## src/rtl/cc_det_pkg.sv

```systemverilog
package cc_det_pkg;

    typedef enum logic [1:0] {
        CFG_SINK = 2'd0,
        CFG_SRC  = 2'd1,
        CFG_DRP  = 2'd2,
        CFG_DRP2 = 2'd3
    } role_cfg_e;

    typedef enum logic {
        ST_UNATT = 1'b0,
        ST_ATT   = 1'b1
    } att_state_e;

    // codes seen while presenting pull-up
    localparam logic [1:0] LVL_OPEN = 2'd0;
    localparam logic [1:0] LVL_RA   = 2'd1;
    localparam logic [1:0] LVL_RD   = 2'd2;

    typedef struct packed {
        logic       valid;
        logic       pin;       // 0 = CC1, 1 = CC2
        logic [1:0] cls;       // advertised class when sink
        logic       ra_other;  // cable load on the opposite pin
    } cand_t;

    typedef struct packed {
        logic       pu;
        logic [1:0] c1;
        logic [1:0] c2;
    } obs_t;

    function automatic logic partner_seen(logic pu, logic [1:0] code);
        return pu ? (code == LVL_RD) : (code != LVL_OPEN);
    endfunction

    function automatic cand_t classify(logic pu, logic [1:0] c1, logic [1:0] c2);
        cand_t r;
        logic  s1, s2;
        s1 = partner_seen(pu, c1);
        s2 = partner_seen(pu, c2);
        r.valid    = s1 ^ s2;
        r.pin      = s2;
        r.cls      = pu ? 2'd0 : (s2 ? c2 : c1);
        r.ra_other = pu && (s2 ? (c1 == LVL_RA) : (c2 == LVL_RA));
        if (!r.valid) r = '0;
        return r;
    endfunction

endpackage

```

## src/rtl/cc_drp_toggle.sv

```systemverilog
module cc_drp_toggle #(
    parameter int unsigned PERIOD  = 64,
    parameter int unsigned SRC_CYC = 32
) (
    input  logic clk,
    input  logic rst,
    input  logic run,
    output logic pu
);
    localparam int unsigned TW = (PERIOD > 1) ? $clog2(PERIOD) : 1;

    logic [TW-1:0] tcnt_q;

    always_ff @(posedge clk) begin
        if (rst)
            tcnt_q <= '0;
        else if (run)
            tcnt_q <= (tcnt_q == TW'(PERIOD - 1)) ? '0 : tcnt_q + 1'b1;
    end

    assign pu = (32'(tcnt_q) < SRC_CYC);
endmodule

```

## src/rtl/cc_hold_timer.sv

```systemverilog
module cc_hold_timer #(
    parameter int unsigned LIMIT = 16
) (
    input  logic clk,
    input  logic rst,
    input  logic cond,
    output logic done
);
    localparam int unsigned CW = $clog2(LIMIT + 1);

    logic [CW-1:0] cnt_q;

    assign done = cond && (cnt_q == CW'(LIMIT - 1));

    always_ff @(posedge clk) begin
        if (rst)
            cnt_q <= '0;
        else if (cond && !done)
            cnt_q <= cnt_q + 1'b1;
        else
            cnt_q <= '0;
    end
endmodule

```

## src/rtl/cc_attach_det.sv

```systemverilog
module cc_attach_det
    import cc_det_pkg::*;
#(
    parameter int unsigned ATT_DBC    = 150,
    parameter int unsigned DET_DBC    = 20,
    parameter int unsigned TOG_PERIOD = 1000,
    parameter int unsigned TOG_SRC    = 400
) (
    input  logic       clk,
    input  logic       rst,
    input  logic [1:0] role_cfg,
    input  logic [1:0] cc1_lvl,
    input  logic [1:0] cc2_lvl,
    output logic       attached,
    output logic       orient,
    output logic       lane_flip,
    output logic       power_role,
    output logic [1:0] cur_class,
    output logic       vconn_cc1,
    output logic       vconn_cc2,
    output logic       pull_up
);
    role_cfg_e  cfg;
    att_state_e state_q;
    logic       role_q, orient_q, ra_q;
    logic [1:0] cls_q;
    obs_t       prev_q, obs_now;
    cand_t      cand;
    logic       tog_pu, tog_run, base_pu;
    logic       att_cond, att_done, det_cond, det_done;
    logic [1:0] own_code;

    assign cfg = role_cfg_e'(role_cfg);

    always_comb begin
        unique case (cfg)
            CFG_SINK: base_pu = 1'b0;
            CFG_SRC:  base_pu = 1'b1;
            default:  base_pu = tog_pu;
        endcase
    end

    assign pull_up  = (state_q == ST_ATT) ? role_q : base_pu;
    assign cand     = classify(pull_up, cc1_lvl, cc2_lvl);
    assign obs_now  = '{pu: pull_up, c1: cc1_lvl, c2: cc2_lvl};
    assign tog_run  = (state_q == ST_UNATT) && !cand.valid;
    assign att_cond = (state_q == ST_UNATT) && cand.valid && (obs_now == prev_q);
    assign own_code = orient_q ? cc2_lvl : cc1_lvl;
    assign det_cond = (state_q == ST_ATT) && !partner_seen(role_q, own_code);

    cc_drp_toggle #(.PERIOD(TOG_PERIOD), .SRC_CYC(TOG_SRC)) tog_i (
        .clk(clk), .rst(rst), .run(tog_run), .pu(tog_pu)
    );

    cc_hold_timer #(.LIMIT(ATT_DBC)) att_tmr_i (
        .clk(clk), .rst(rst), .cond(att_cond), .done(att_done)
    );

    cc_hold_timer #(.LIMIT(DET_DBC)) det_tmr_i (
        .clk(clk), .rst(rst), .cond(det_cond), .done(det_done)
    );

    always_ff @(posedge clk) begin
        if (rst) begin
            state_q  <= ST_UNATT;
            prev_q   <= '0;
            role_q   <= 1'b0;
            orient_q <= 1'b0;
            cls_q    <= 2'd0;
            ra_q     <= 1'b0;
        end else begin
            prev_q <= obs_now;
            unique case (state_q)
                ST_UNATT: begin
                    if (att_done) begin
                        state_q  <= ST_ATT;
                        role_q   <= pull_up;
                        orient_q <= cand.pin;
                        cls_q    <= cand.cls;
                        ra_q     <= cand.ra_other;
                    end
                end
                ST_ATT: begin
                    if (det_done) begin
                        state_q <= ST_UNATT;
                        cls_q   <= 2'd0;
                        ra_q    <= 1'b0;
                    end else if (!role_q && own_code != LVL_OPEN) begin
                        cls_q <= own_code;
                    end
                end
                default: state_q <= ST_UNATT;
            endcase
        end
    end

    assign attached   = (state_q == ST_ATT);
    assign orient     = attached & orient_q;
    assign lane_flip  = orient;
    assign power_role = attached & role_q;
    assign cur_class  = cls_q;
    assign vconn_cc1  = attached & role_q & ra_q & orient_q;
    assign vconn_cc2  = attached & role_q & ra_q & ~orient_q;
endmodule

```

## config.mk

```make
export PLATFORM = sky130hd
export DESIGN_NAME = cc_attach_det
export DESIGN_NICKNAME = d
export VERILOG_FILES = /design/src/rtl/cc_det_pkg.sv /design/src/rtl/cc_drp_toggle.sv /design/src/rtl/cc_hold_timer.sv /design/src/rtl/cc_attach_det.sv
export SDC_FILE = /design/constraint.sdc
export NUM_CORES = 1
export LEC_CHECK = 0
export BUFFER_PORTS_ARGS = -buffer_cell sky130_fd_sc_hd__buf_2
export CAP_MARGIN = 20
export CORE_ASPECT_RATIO = 1.5
export CORE_UTILIZATION = 50
export DETAILED_ROUTE_END_ITERATION = 8
export PLACE_DENSITY = 0.71
export SYNTH_ARGS = -nofsm -noshare
export SYNTH_HDL_FRONTEND = slang
export SYNTH_SLANG_ARGS = --single-unit
export TNS_END_PERCENT = 30
```

## constraint.sdc

```tcl
create_clock -name clk -period 2.6 [get_ports clk]
set_input_delay 0.13 -clock clk [delete_from_list [all_inputs] [get_ports clk]]
set_output_delay 0.13 -clock clk [all_outputs]
set_load 0.03 [all_outputs]
```

==> reports/results.ini, run 1 <==
[pwr]
total_power_mw = 1.15
ir_worst_vdd_mv = 0.490
pwr_density_cell_nw_per_um2 = 514
p_leak_nw = 0.934

[place]
io_buffer_count = 16
place_ws_ns = -0.282
gp_congestion = 0.988
post-dp-hpwl_um = 2840

[logic_synthesis]
async_flop_share_pct = 0
synth_enable_flop_cells = 0
synthTopCellsByArea = dfxtp_1 38%, nor2_1 7.3%, xor2_1 6.8%
synthFlopType = dfxtp_1
synth_top_area_share_pct = 37.9
synth_top_area_cell = dfxtp_1
synth.avg_cell_area_um2 = 8.99
ys_ff_latch = 34
synth_cells = 200
yosysSeqAreaShare_pct = 37.9
syn-cell-area_um2 = 1800
syn_nets = 213
ys_warn_count = 0
synth.distinct_cells = 52

[timing]
fin_crit_ns = 2.68
final.setup.tns_ns = -0.179
fin_hold_ws_ns = 0.152
layout_setup_ws_ns = -0.0814
max-slew-margin-rel_pct = 68.2
period_share_pct = 103
rsz0062_at_grt = yes
finalHoldViolations = 0
max_freq_mhz = 373
slew_viol_final = 0
tightestPinTransition_ns = 0.465
setup_viol = 4
fin_skew_ns = 0.00951

[final_layout]
diodes = 0
fin_nets = 250
multiInputGateArea_um2 = 1110
final_common_cell = dfxtp_1
drive_gt1_share_pct = 30.3
syn2layout_area_growth_pct = 24.3
filler_cell_count = 288
mostFrequentLayoutCells = 33 x dfxtp_1, 32 x nor2_1, 19 x buf_4
seqCellArea_um2 = 682

[global_routing]
grt-ovfl-total = 0
grt_antenna_before_repair = 0
grt_pass1_wl_um = 6150
grt_pass1_vias = 1456
grt_use_total_pct = 21.3
grt_max_degree = 20

[status]
status = finished, violations left
violations = setup timing

[setup_path]
setup.worst_path.start_class = flop
worstSetupStartpoint = tog_i.tcnt_q[6]
reg2reg_to = ra_q
crit_arrival_ns = 2.85
r2r_cells = 10
cp.required_ns = 2.77
reg2reg_slack_ns = -0.08
worst_r2r_startpoint = tog_i.tcnt_q[6]
crit_path_end = ra_q
path_max_fanout = 4
path_class = flop to flop
endpoint_kind = flop

[floorplanning]
die_x_um = 51.0
num_rows = 26
start_util_pct = 52.6
fp.dieH_um = 75.4
dieArea_um2 = 3840
ioPinCount = 17
core_um2 = 3420

[routing]
wirelength_um = 3900
ant_nets = 0
dr.pass1.iters = 4
top_layer_used = met4
wl_per_cell_um = 13.9
via_count = 1550
drt_iter0_markers = 37
wl_met2_um = 2170
wl_met1_um = 1540
viasPerCell = 5.54
drcViolationCount = 0
wl_met3_um = 149

[clock_tree]
root_buffer = clkbuf_8
cts_made_buffers = 5
path_clk_slew_ns = 0.07
cts_tree = yes
clock_latency_ns = 0.28
cts_num_sinks = 34
cts_hold_buf = 0
htree_levels = 2
ctsLongestPathBuffers = 2

[hold_path]
hold_path_class = input pin to flop
holdPathStages = 3

[run]
cap_violations = 0

[Yosys cell counts (3+ instances only)]
cell type	n
nand2b_1	5
nor2b_1	6
ha_1	5
and3_1	7
buf_6	3
dfxtp_1	34
a21oi_1	4
nand4_1	5
nand2_1	9
inv_1	9
mux2i_1	3
a31o_2	3
nand3_1	7
xor2_1	14
nor2_1	35
xnor2_1	8
[worst min path at each step]
stage | start | slack, ns | to
final | cc2_lvl[1] | 0.15 | prev_q[1]
after global routing | cc1_lvl[1] | 0.15 | prev_q[3]
after CTS | cc2_lvl[1] | 0.13 | prev_q[1]
after detailed placement | cc2_lvl[1] | 0.44 | prev_q[1]
after global placement | cc1_lvl[1] | 0.43 | prev_q[3]
after floorplan | cc1_lvl[1] | 0.26 | prev_q[3]
[flip-flops by register name (all words and copies together) (netlist names)]
register         count
orient_q             1
attached             1
det_tmr_i.cnt_q      5
prev_q               5
att_tmr_i.cnt_q      8
cur_class            2
role_q               1
tog_i.tcnt_q        10
ra_q                 1
[layout make-up]
class / count / share of cell area, %
multi-input combinational: 150 / 49.8
sequential: 34 / 30.5
timing repair buffer: 37 / 11.0
clock buffer: 5 / 3.08
tap: 42 / 2.35
clock inverter: 3 / 1.79
inverter: 9 / 1.51
[metrics by stage]
step	cells	utilization, %	instance area, µm²
CTS	278	63.3	2160
floorplan	200	-	1810
detailed placement	267	58.8	2010
global route	280	65.4	2230
finish	280	65.4	2230
global placement	267	58.8	2010
[logic make-up (layout without fill, tap and decap cells)]
family	count (synthesis)	in the layout	share of synthesized area (%)
adder cells (fa/ha/maj)	5	5	3.48
multiplexers	6	6	3.97
buffers and inverters	16	54	4.80
flip-flops	34	34	37.9
AO/OA/AOI/OAI	28	28	13.2
AND/OR/NAND/NOR	89	89	26.0
XOR/XNOR	22	22	10.7
[repair_timing]
action / 4_1_cts / 5_1_grt
gates resized for setup: 6 / 13
pin swaps: 9 / 7
setup buffers: 3 / 2
endpoints found under the setup margin: 14 / 22
hold endpoints to repair: 0 / 0
[worst max-delay path, stage by stage, from the launching register on]
cell	delay, ns
dfxtp_2	0.32
o311a_1	0.37
o221ai_2	0.16
and2_4	0.19
o21ai_2	0.05
ha_1	0.29
or2_4	0.25
a2111oi_4	0.20
and4_4	0.31
a31oi_2	0.10
mux2_4	0.32
[where the power goes]
part | leakage (nW) | switching [mW] | internal (mW) | total, mW
clock | 0.0579 | 0.189 | 0.282 | 0.471
combinational | 0.600 | 0.0698 | 0.0650 | 0.135
sequential | 0.276 | 0.00937 | 0.532 | 0.542
[layer usage]
layer	up-vias	track usage [%]
li1	772	-
met1	742	21.5
met2	32	40.2
met3	4	5.59
met4	0	10.2
met5	-	0
No activity file was read; power rests on OpenSTA's default activity.
==> inputs of run 2 (changes only) <==
--- a/config.mk
+++ b/config.mk
@@ -11,7 +11,9 @@
 export CORE_UTILIZATION = 50
 export DETAILED_ROUTE_END_ITERATION = 8
 export PLACE_DENSITY = 0.71
+export SLEW_MARGIN = 20
 export SYNTH_ARGS = -nofsm -noshare
 export SYNTH_HDL_FRONTEND = slang
+export SYNTH_HIERARCHICAL = 1
 export SYNTH_SLANG_ARGS = --single-unit
 export TNS_END_PERCENT = 30
==> run 2 against run 1 <==
The run still ends with setup timing left. Non-clock buffer count is 3 lower. Worst hold slack improved by 0.011 ns. Synthesized area shrank 3.8%. Cell area shrank 3.6%. Sequential cell count unchanged. Synthesized cell count shrank 4.5%. Clock-buffer cell count up 1. Cell count fell by 5.4%. Clock power decreased by 19%. Largest cell class unchanged. Highest routed layer unchanged. Via count fell by 1.9%. First-iteration DRC count rose by 14%. Register-to-register slack improved by 0.03 ns.
==> reports/results.ini, run 2 <==
[status]
status = finished, violations left
violations = setup timing

[logic_synthesis]
synth_common_cells = 34 x dfxtp_1, 23 x nor2_1, 13 x a21oi_1
synth_most_common_cell = dfxtp_1
synth_cells = 191
ys_warn_count = 6
synth.distinct_cells = 50
syn_nets = 204
synth_top_area_share_pct = 39.4
synthTopCellsByArea = dfxtp_1 39%, nor2_1 5.0%, xor2_1 4.6%
synth.avg_cell_area_um2 = 9.05
synthFlopType = dfxtp_1
ys_ff_latch = 34
synth_top_area_cell = dfxtp_1
async_flop_share_pct = 0
synth_enable_flop_cells = 0
yosysSeqAreaShare_pct = 39.4
syn-cell-area_um2 = 1730

[floorplanning]
num_rows = 25
start_util_pct = 53.7
ioPinCount = 17
fp.dieH_um = 74.0
die_x_um = 50.0
dieArea_um2 = 3700
core_um2 = 3220

[global_routing]
grt_max_degree = 18
grt_pass1_wl_um = 6190
grt_use_total_pct = 22.3
grt_antenna_before_repair = 0
grt-ovfl-total = 0
grt_pass1_vias = 1420

[timing]
finalHoldViolations = 0
slew_viol_final = 0
layout_setup_ws_ns = -0.0480
fin_hold_ws_ns = 0.163
max_freq_mhz = 378
fin_skew_ns = 0.00650
rsz0062_at_grt = yes
fin_crit_ns = 2.65
period_share_pct = 102
setup_viol = 4
max-slew-margin-rel_pct = 63.4
tightestPinTransition_ns = 0.548

[clock_tree]
cts_tree = yes
path_clk_slew_ns = 0.07
clock_latency_ns = 0.28
cts_num_sinks = 34
ctsLongestPathBuffers = 2
cts_made_buffers = 5
cts_hold_buf = 0
root_buffer = clkbuf_8
htree_levels = 2

[final_layout]
fin_nets = 239
post-route-util_pct = 66.9
largest_reg_flops = 10
filler_cell_count = 261
drive_gt1_share_pct = 32.0
diodes = 0
seqCellArea_um2 = 686
reg_top3 = tog_i/tcnt_q (10), att_tmr_i/cnt_q (8)
multiInputGateArea_um2 = 1080
final_common_cell = dfxtp_1
syn2layout_area_growth_pct = 24.6
mostFrequentLayoutCells = 30 x dfxtp_1, 23 x nor2_1, 16 x buf_2, 16 x buf_4, 11 x a21oi_1
design_area_um2 = 2150
top_register = tog_i/tcnt_q
finalNonFillerCells = 265

[setup_path]
crit_chain = or3_4 -> a31oi_1 -> mux2_4 -> mux2_4 -> a21o_1 -> ha_4 -> nor2b_4 -> buf_6 -> nand4_4 -> or4_1 -> a31oi_1
slowest_stage = or4_1
worstSetupStartpoint = tog_i/tcnt_q[5]
worst_r2r_startpoint = tog_i/tcnt_q[5]
cp.required_ns = 2.81
setup.worst_path.start_class = flop
reg2reg_slack_ns = -0.05
crit_arrival_ns = 2.86
crit_path_end = tog_i/tcnt_q[9]
path_class = flop to flop
endpoint_kind = flop
critPathMaxStageDelay_ns = 0.53
r2r_cells = 11
path_max_fanout = 4
reg2reg_to = tog_i/tcnt_q[9]

[routing]
drt_iter0_markers = 42
wirelength_um = 3770
viasPerCell = 5.74
wl_per_cell_um = 14.2
drcViolationCount = 0
via_count = 1520
ant_nets = 0
dr.pass1.iters = 4

[hold_path]
hold_path_class = input pin to flop

[run]
cap_violations = 0

[place]
gp_congestion = 0.854
dp_cells = 254
placed_cell_area_um2 = 1970
io_buffer_count = 16
post-dp-hpwl_um = 2600

[pwr]
pwr_density_cell_nw_per_um2 = 502
ir_worst_vdd_mv = 0.417
p_leak_nw = 0.827
total_power_mw = 1.08

-- run 2: cell families (layout without fill, tap and decap cells) --
family	Yosys count	in the layout	share of synthesized area [%]
flops	34	34	39.4
mux	3	3	2.32
fa+ha+maj	5	5	3.62
simple gates	79	79	26.6
buf+inv	16	50	3.83
compound gates	39	39	16.7
xor+xnor	15	15	7.60
-- run 2: how the worst min path moves through the flow --
stage	slack, ns	to	from	depth (start not counted)
floorplan	0.19	tog_i/tcnt_q[4]	rst	1
global placement	0.43	det_tmr_i/cnt_q[0]	det_tmr_i/cnt_q[0]	1
detailed placement	0.44	det_tmr_i/cnt_q[0]	det_tmr_i/cnt_q[0]	1
CTS	0.15	prev_q[3]	cc1_lvl[1]	2
global route	0.17	prev_q[3]	cc1_lvl[1]	2
finish	0.16	prev_q[3]	cc1_lvl[1]	2
-- run 2: per-layer routing --
metal / vias to the layer above / track usage, % / wire, µm
met5: - / 0 / 0
met4: 0 / 12.4 / 92
met3: 8 / 5.73 / 139
met2: 33 / 40.0 / 2040
met1: 732 / 23.6 / 1500
li1: 747 / - / -
-- run 2: layout make-up --
class	count	area share, %
multi-input combinational	141	49.9
sequential	34	31.8
timing repair buffer	34	10.3
clock buffer	6	3.83
tap	40	2.32
inverter	10	1.74
-- run 2: timing repair --
| item | in CTS | in global routing |
|---|---|---|
| gates resized for setup | 7 | 7 |
| hold endpoints to repair | 0 | 0 |
| pin swaps | 1 | 5 |
| setup endpoints to repair | 10 | 22 |
| buffers inserted | 0 | 5 |
-- run 2: where the power goes --
group / switching (mW) / internal (mW)
combinational: 0.0756 / 0.0746
sequential: 0.0143 / 0.535
clock: 0.179 / 0.204
total: 0.268 / 0.814
-- run 2: through the flow --
stage | setup slack (ns) | TNS, ns
5_1_grt | -0.125 | -0.803
2_1_floorplan | -0.0709 | -0.236
4_1_cts | -0.0357 | -0.113
6_report | -0.0480 | -0.0937
3_3_place_gp | 0.0200 | 0
3_5_place_dp | -0.0787 | -0.189
-- run 2: critical path: cells and delay by family, from the launching register on --
family                   cells  cell delay [ns]
AND/OR/NAND/NOR              4             0.87
multiplexers                 2             0.54
AO/OA/AOI/OAI                3             0.42
flip-flops                   1             0.34
adder cells (fa/ha/maj)      1             0.28
buffers and inverters        1             0.13
==> inputs of run 3 (changes only) <==
--- a/config.mk
+++ b/config.mk
@@ -5,6 +5,7 @@
 export SDC_FILE = /design/constraint.sdc
 export NUM_CORES = 1
 export LEC_CHECK = 0
+export ABC_AREA = 1
 export BUFFER_PORTS_ARGS = -buffer_cell sky130_fd_sc_hd__buf_2
 export CAP_MARGIN = 20
 export CORE_ASPECT_RATIO = 1.5
@@ -14,6 +15,5 @@
 export SLEW_MARGIN = 20
 export SYNTH_ARGS = -nofsm -noshare
 export SYNTH_HDL_FRONTEND = slang
-export SYNTH_HIERARCHICAL = 1
 export SYNTH_SLANG_ARGS = --single-unit
 export TNS_END_PERCENT = 30
==> run 3 against run 2 <==
The run now ends clean. Cell count increased by 7.9%. Critical path depth up 5. Register-to-register slack improved by 0.27 ns. Sequential power is 1% lower. Worst setup slack better by 0.27 ns. Utilization decreased by 5.9 points. First-iteration DRC count down 40%. Largest cell class unchanged. Global-route usage decreased by 2.2 points. Sequential share of layout area rose by 2.8 points. Routed wire length shrank 14%. Critical path type unchanged. Clock power shrank 6.0%. Via count is 3.8% lower.
==> reports/results.ini, run 3 <==
[global_routing]
met2_usage_pct = 36.1
grt-ovfl-total = 0
grt_pass1_vias = 1394
grt_use_met3_pct = 5.11
grt_antenna_before_repair = 0
grt_use_total_pct = 20.2
grt_max_degree = 11
grt_pass1_wl_um = 5680
met1_usage_pct = 21.3
busiest_layer = met2

[final_layout]
finalNonFillerCells = 286
reg_top3 = tog_i.tcnt_q (10), att_tmr_i.cnt_q (8)
largest_reg_flops = 10
final_common_cell = nor2_1
syn2layout_area_growth_pct = 13.1
top_register = tog_i.tcnt_q
post-route-util_pct = 61.0
drive_gt1_share_pct = 20.7
diodes = 0
fin_nets = 259
mostFrequentLayoutCells = 41 x nor2_1, 34 x dfxtp_1, 32 x nand2_1

[clock_tree]
htree_levels = 2
cts_tree = yes
post_cts.repair.setup_buffers = 0
cts_made_buffers = 5
path_clk_slew_ns = 0.07
clock_latency_ns = 0.28
ctsLongestPathBuffers = 2
root_buffer = clkbuf_8
cts_num_sinks = 34

[setup_path]
path_class = flop to flop
reg2reg_to = cur_class[0]
cp.required_ns = 2.78
critPathMaxStageDelay_ns = 0.36
path_max_fanout = 7
setup.worst_path.start_class = flop
slowest_stage = dfxtp_1
reg2reg_slack_ns = 0.22
cp.depth = 16
r2r_cells = 16
crit_family = simple AND/OR/NAND/NOR gates
path_common_cell = nand2_4
crit_path_end = cur_class[0]
crit_arrival_ns = 2.56
worst_r2r_startpoint = tog_i.tcnt_q[4]
crit_chain = nor2_4 -> nor2_1 -> o21ai_2 -> nand2_4 -> nand2_4 -> nand2_1 -> o21ai_1 -> ha_4 -> nor2_2 -> nand4_1 -> nor2_4 -> nand4_4 -> nand2_4 -> nand3_1 -> nand2_1 -> nor2_1
crit_buf_inv = 0
endpoint_kind = flop
worstSetupStartpoint = tog_i.tcnt_q[4]

[logic_synthesis]
synth_cells = 225
synth.distinct_cells = 31
syn_nets = 238
ys_ff_latch = 34
async_flop_share_pct = 0
synthTopCellsByArea = dfxtp_1 39%, nor2_1 9.1%, nand2_1 6.9%
synth_enable_flop_cells = 0
syn-cell-area_um2 = 1740
synth_top_area_share_pct = 39.2
yosysSeqAreaShare_pct = 39.2
synth_top_area_cell = dfxtp_1
synthFlopType = dfxtp_1
ys_warn_count = 0
synth_common_cells = 42 x nor2_1, 34 x dfxtp_1, 32 x nand2_1
synth_most_common_cell = nor2_1
synth.avg_cell_area_um2 = 7.72

[place]
place_ws_ns = 0.142
io_buffer_count = 16
dp_cells = 279
post-dp-hpwl_um = 2500
gp_congestion = 0.905

[floorplanning]
core_um2 = 3220
ioPinCount = 17
fp.dieH_um = 74.2
num_rows = 25
start_util_pct = 53.9
dieArea_um2 = 3720
die_x_um = 50.1

[pwr]
total_power_mw = 1.00
p_leak_nw = 0.794
pwr_density_cell_nw_per_um2 = 511
ir_worst_vdd_mv = 0.407

[timing]
tightestPinTransition_ns = 0.397
setup_viol = 0
fin_skew_ns = 0.00566
layout_setup_ws_ns = 0.220
rsz0062_at_grt = no
finalHoldViolations = 0
max-slew-margin-rel_pct = 73.4
period_share_pct = 91.5
final.setup.tns_ns = 0
slew_viol_final = 0
max_freq_mhz = 420
fin_crit_ns = 2.38

[hold_path]
holdPathStages = 3
hold_path_class = input pin to flop

[routing]
drt_iter0_markers = 25
ant_nets = 0
dr.pass1.iters = 4
via_count = 1463
wl_per_cell_um = 11.4
viasPerCell = 5.12
drcViolationCount = 0
wirelength_um = 3260

[run]
cap_violations = 0

[status]
status = completed

run 3: cell count changes in the layout (fill, tap and decap cells not counted), sizes merged, moves of 5 or more:
cell and change:
nor2 +22, o21ai +5, inv +14, buf -16, nor2b -9, or3 -7, nand2 +32, nor3 +5
nand3 +8
run 3: tightest hold or removal path, cell delays in order:
cell    delay [ns]
buf_2         0.13
inv_1         0.07
nor2_1        0.04
run 3: logic make-up (layout without fill, tap and decap cells):
family | Yosys count | after routing | share of synthesized area [%]
fa+ha+maj | 5 | 5 | 3.60
compound gates | 24 | 24 | 8.57
xor+xnor | 16 | 16 | 8.06
flops | 34 | 34 | 39.2
buf+inv | 28 | 49 | 6.41
simple gates | 118 | 118 | 34.2
run 3: power breakdown:
group | leakage [nW] | internal [mW] | switching [mW]
combinational | 0.475 | 0.0414 | 0.0610
sequential | 0.276 | 0.533 | 0.00969
clock | 0.0438 | 0.179 | 0.181
run 3: layout make-up:
cell class              instances  area, µm²
clock buffers                   5       68.8
clock inverters                 2       10.0
fillers                       305       1260
inverters                      24       90.1
multi-input cells             163        971
flip-flops and latches         34        681
well taps                      40       50.0
repair buffers                 18       95.1
run 3: layer usage:
metal  vias up  share of wire (%)
met4         0                1.8
met1       666                 42
met5         -                  0
met3         6                2.7
li1        767                  -
met2        24                 53
run 3: worst min path at each step:
stage	start	end
5_1_grt	cc2_lvl[1]	prev_q[1]
3_5_place_dp	cc2_lvl[1]	prev_q[1]
3_3_place_gp	det_tmr_i.cnt_q[0]	det_tmr_i.cnt_q[0]
2_1_floorplan	cc1_lvl[0]	prev_q[2]
4_1_cts	cc2_lvl[1]	prev_q[1]
6_report	cc2_lvl[1]	prev_q[1]
run 3: timing repair:
item	4_1_cts	5_1_grt
resized for setup	0	6
hold buffers	0	0
setup endpoints to repair	0	8
run 3: stage by stage:
stage                     area, µm²  hold WS (ns)
after floorplan                1740         0.250
after global placement         1860         0.431
after detailed placement       1860         0.440
after CTS                      1940         0.140
after global routing           1970         0.156
final                          1970         0.142
